==> config.mk <==
export PLATFORM = sky130hd
export DESIGN_NAME = seg_limit_scale
export DESIGN_NICKNAME = d
export VERILOG_FILES = /design/src/rtl/seg_limit_scale.sv
export SDC_FILE = /design/constraint.sdc
export NUM_CORES = 1
export LEC_CHECK = 0
export BUFFER_PORTS_ARGS = -buffer_cell sky130_fd_sc_hd__buf_2
export CORE_AREA = 2 2 39 41
export DETAILED_ROUTE_END_ITERATION = 7
export DIE_AREA = 0 0 41 43
export PLACE_DENSITY = 0.81
export SLEW_MARGIN = 20
export SYNTH_ARGS = -nofsm -noshare
export SYNTH_HDL_FRONTEND = slang
export SYNTH_SLANG_ARGS = --single-unit
export TNS_END_PERCENT = 30
==> constraint.sdc <==
create_clock -name vclk -period 1.1
set_input_delay 0.165 -clock vclk [all_inputs]
set_output_delay 0.165 -clock vclk [all_outputs]
set_load 0.005 [all_outputs]
==> src/rtl/seg_limit_scale.sv <==
module seg_limit_scale #(
  parameter int RAW_W   = 20,
  parameter int OFS_W   = 32,
  parameter int GRAN_SH = 12
) (
  input  logic [RAW_W-1:0] raw_limit,
  input  logic             gran,
  output logic [OFS_W-1:0] eff_limit
);

  localparam int WIDE_W = RAW_W + GRAN_SH;

  function automatic logic [OFS_W-1:0] fine_limit(input logic [RAW_W-1:0] r);
    return OFS_W'(r);
  endfunction

  logic [OFS_W-1:0] coarse;

  generate
    if (GRAN_SH == 0) begin : g_no_shift
      assign coarse = OFS_W'(raw_limit);
    end else begin : g_shift
      logic [WIDE_W-1:0] wide;
      assign wide   = {raw_limit, {GRAN_SH{1'b1}}};
      assign coarse = OFS_W'(wide);
    end
  endgenerate

  assign eff_limit = gran ? coarse : fine_limit(raw_limit);

endmodule

Word level (Yosys, flattened, before mapping)
Index checks and enable logic that the tools add are counted. Widths: inputs -> output; s select.

$lt $le $gt $ge: 0. Reductions and logical operators: 0. $mul: 0. Equal/unequal tests: 0. Bitwise gates (word level): 0. Add/subtract/negate cells: 0. Mux-type cells: 1. Shift operators: 0. Divide/modulo/power cells: 0.

Operators with widths (count): $mux 32 (1).

Bits in writable memories: 0. Bits in latches: 0. Bits in read-only memories: 0. Memories kept: 0. Flip-flop bits (word level): 0. Input port bits: 21.

Longest topological paths before layout
Depth after elaboration: 1. Mapped depth: 2. Mapped depth without buffers: 1.

Worst setup path before layout
OpenSTA, ideal clock, no wires.

Path kind: input -> output. Start: input gran. End: output eff_limit[14]. Arrival: 585 ps. Required time: 935 ps. Cell stages on the path: 2. Path slack: 350 ps. Buffers on the path: 1. Path through: buf_6 -> mux2_4.

Cells in the longest elaborated chain, start to end: 1.

Ends and longest elaborated chain: start: declaration (line 7) `input logic gran,`; $mux 32 (line 29) `assign eff_limit = gran ? coarse : fine_limit(raw_limit);`; end: declaration (line 8) `output logic [OFS_W-1:0] eff_limit`.

No other way between the ends.

Worst setup path after layout
Start: input gran. End: output eff_limit[13].

Same word-level chain as after synthesis.

==> flow_summary.json <==
{
  "rsz0062_at_grt": "no",
  "syn-num-nets": 56,
  "worst_pin_slew_ps": 199,
  "worstSetupEndpoint": "eff_limit[13]",
  "peakVddDrop_uv": 127,
  "drc": 0,
  "worst_path_largest_cell_delay_ps": 350,
  "postLayoutCoreUtil_pct": 40.2,
  "layout_common_cells": "buf_2 (52), or2_2 (12), and2_1 (10)",
  "syn_area_um2": 287,
  "synth_largest_area_cell": "mux2_4",
  "rows": 14,
  "num_vias": 418,
  "synth.top_cell.area_share_pct": 31.4,
  "ys_seq_area_share_pct": 0,
  "post-route-period-util_pct": 91.3,
  "critical-path-slowest-cell": "mux2_2",
  "numSequentialCells": 0,
  "grt_pass1_wl_um": 1250,
  "cp.depth": 3,
  "netlist_instances": 35,
  "firstDrtPassIters": 2,
  "fmax_ghz": 0.996,
  "nNetsFinal": 108,
  "grt_start_max_net_pins": 33,
  "slew_headroom_pct": 86.7,
  "power_mw": 0.202,
  "setup_viol_count_final": 0,
  "fin_setup_tns_ps": 0,
  "yosysWarningCount": 0,
  "port_buffers": 53,
  "fin_ws_ps": 95.6,
  "first_iter_violations": 1,
  "power.leakage_nw": 0.330,
  "wl_per_cell_um": 8.50,
  "start_util_pct": 20.7,
  "drv_cap": 0,
  "clockBufferCount": 0,
  "diodes": 0,
  "register_area_um2": 0,
  "antenna_found_initial": 0,
  "gp_congestion": 0.561,
  "critical_path_peak_fanout": 32,
  "core_mm2": 0.00138,
  "synth_area_leaders": "mux2_4 (31%), or2_2 (26%), and2_1 (22%), mux2_2 (7.9%), and2_2 (5.2%)",
  "post_cts_buffers": 0,
  "drt_wl_total_um": 858,
  "gr-total-overflow": 0,
  "avgViaCountPerCell": 4.14,
  "finalHoldViolations": 0,
  "die_x_um": 41,
  "status": "finished, final reports clean",
  "critical_path.startpoint": "gran",
  "critPathCaptureType": "output port",
  "fillers": 144,
  "path_buf_inv": 2,
  "crit_family": "multiplexers",
  "io_pins": 53,
  "dieHeight_um": 43,
  "critical_path_class": "in2out",
  "cts_hold_buf": 0,
  "required_ps": 940,
  "period_minus_slack_ps": 1000,
  "mostFrequentLayoutCell": "buf_2",
  "p_per_area_mw_per_mm2": 364,
  "syn_avg_cell_area_um2": 8.19,
  "layout-drive-gt1-share_pct": 88.2,
  "postRouteAntennaNets": 0,
  "multi_input_area_um2": 265,
  "first_global_vias": 338,
  "die_area_mm2": 0.00176,
  "path_cells": "buf_6, mux2_2, buf_2",
  "grt.total_usage_pct": 9.19,
  "dp_slack_ps": -142,
  "finalMaxSlewViolations": 0,
  "cp-start-kind": "input port",
  "area_growth_pct": 94.3,
  "hp-class": "in2out",
  "worstPathArrival_ps": 840,
  "synth_cell_types": 7
}
-- where the power goes --
group | switching, mW | total, mW | leakage, nW | internal (mW)
Sequential | 0 | 0 | 0 | 0
Clock | 0 | 0 | 0 | 0
Combinational | 0.0737 | 0.202 | 0.330 | 0.129
-- cells in the mapped netlist --
cell      number
clkbuf_2       2
and2_2         2
or2_2         12
mux2_2         2
buf_6          1
mux2_4         6
and2_1        10
-- tightest hold or removal path: cells and delay by family --
| kind | cells | cell delay [ps] |
|---|---|---|
| buffers and inverters | 2 | 170 |
| AND/OR/NAND/NOR | 1 | 90 |
-- worst min path at each step --
stage / from / endpoint / slack [ps] / cells after the start
after global placement: raw_limit[5] / eff_limit[5] / 590 / 3
after floorplan: raw_limit[0] / eff_limit[0] / 420 / 1
after CTS: raw_limit[6] / eff_limit[6] / 590 / 3
after detailed placement: raw_limit[6] / eff_limit[6] / 590 / 3
final: raw_limit[6] / eff_limit[6] / 590 / 3
after global routing: raw_limit[10] / eff_limit[10] / 610 / 3
-- logic make-up (layout without fill, tap and decap cells) --
logic type,after synthesis,count (layout),share of synthesized area [%]
mux,8,8,39.3
buf+inv,3,53,7.42
simple gates,24,24,53.3
-- layer usage --
layer / GRT usage [%] / up-vias / part of all wire [%] / routed length, um
li1: - / 212 / - / -
met3: 0.524 / 0 / 13 / 110
met4: 0 / 0 / 0 / 0
met5: 0 / - / 0 / 0
met2: 18.1 / 29 / 52 / 449
met1: 10.4 / 177 / 35 / 299
-- repair_timing --
| item | CTS | global route |
|---|---|---|
| gates cloned | 0 | 0 |
| resized for setup | 1 | 1 |
| setup endpoints to repair | 8 | 2 |
-- layout make-up --
cell class,instances,share of cell area (%)
repair buffers,53,48.8
multi-input cells,32,47.6
well taps,16,3.60
-- stage by stage --
step	std cells	cell area, um2	hold WS (ps)
6_report	101	557	593
3_3_place_gp	101	551	592
2_1_floorplan	35	287	415
4_1_cts	101	553	595
5_1_grt	101	557	611
3_5_place_dp	101	551	594
Power figures use the tool's default switching activity.
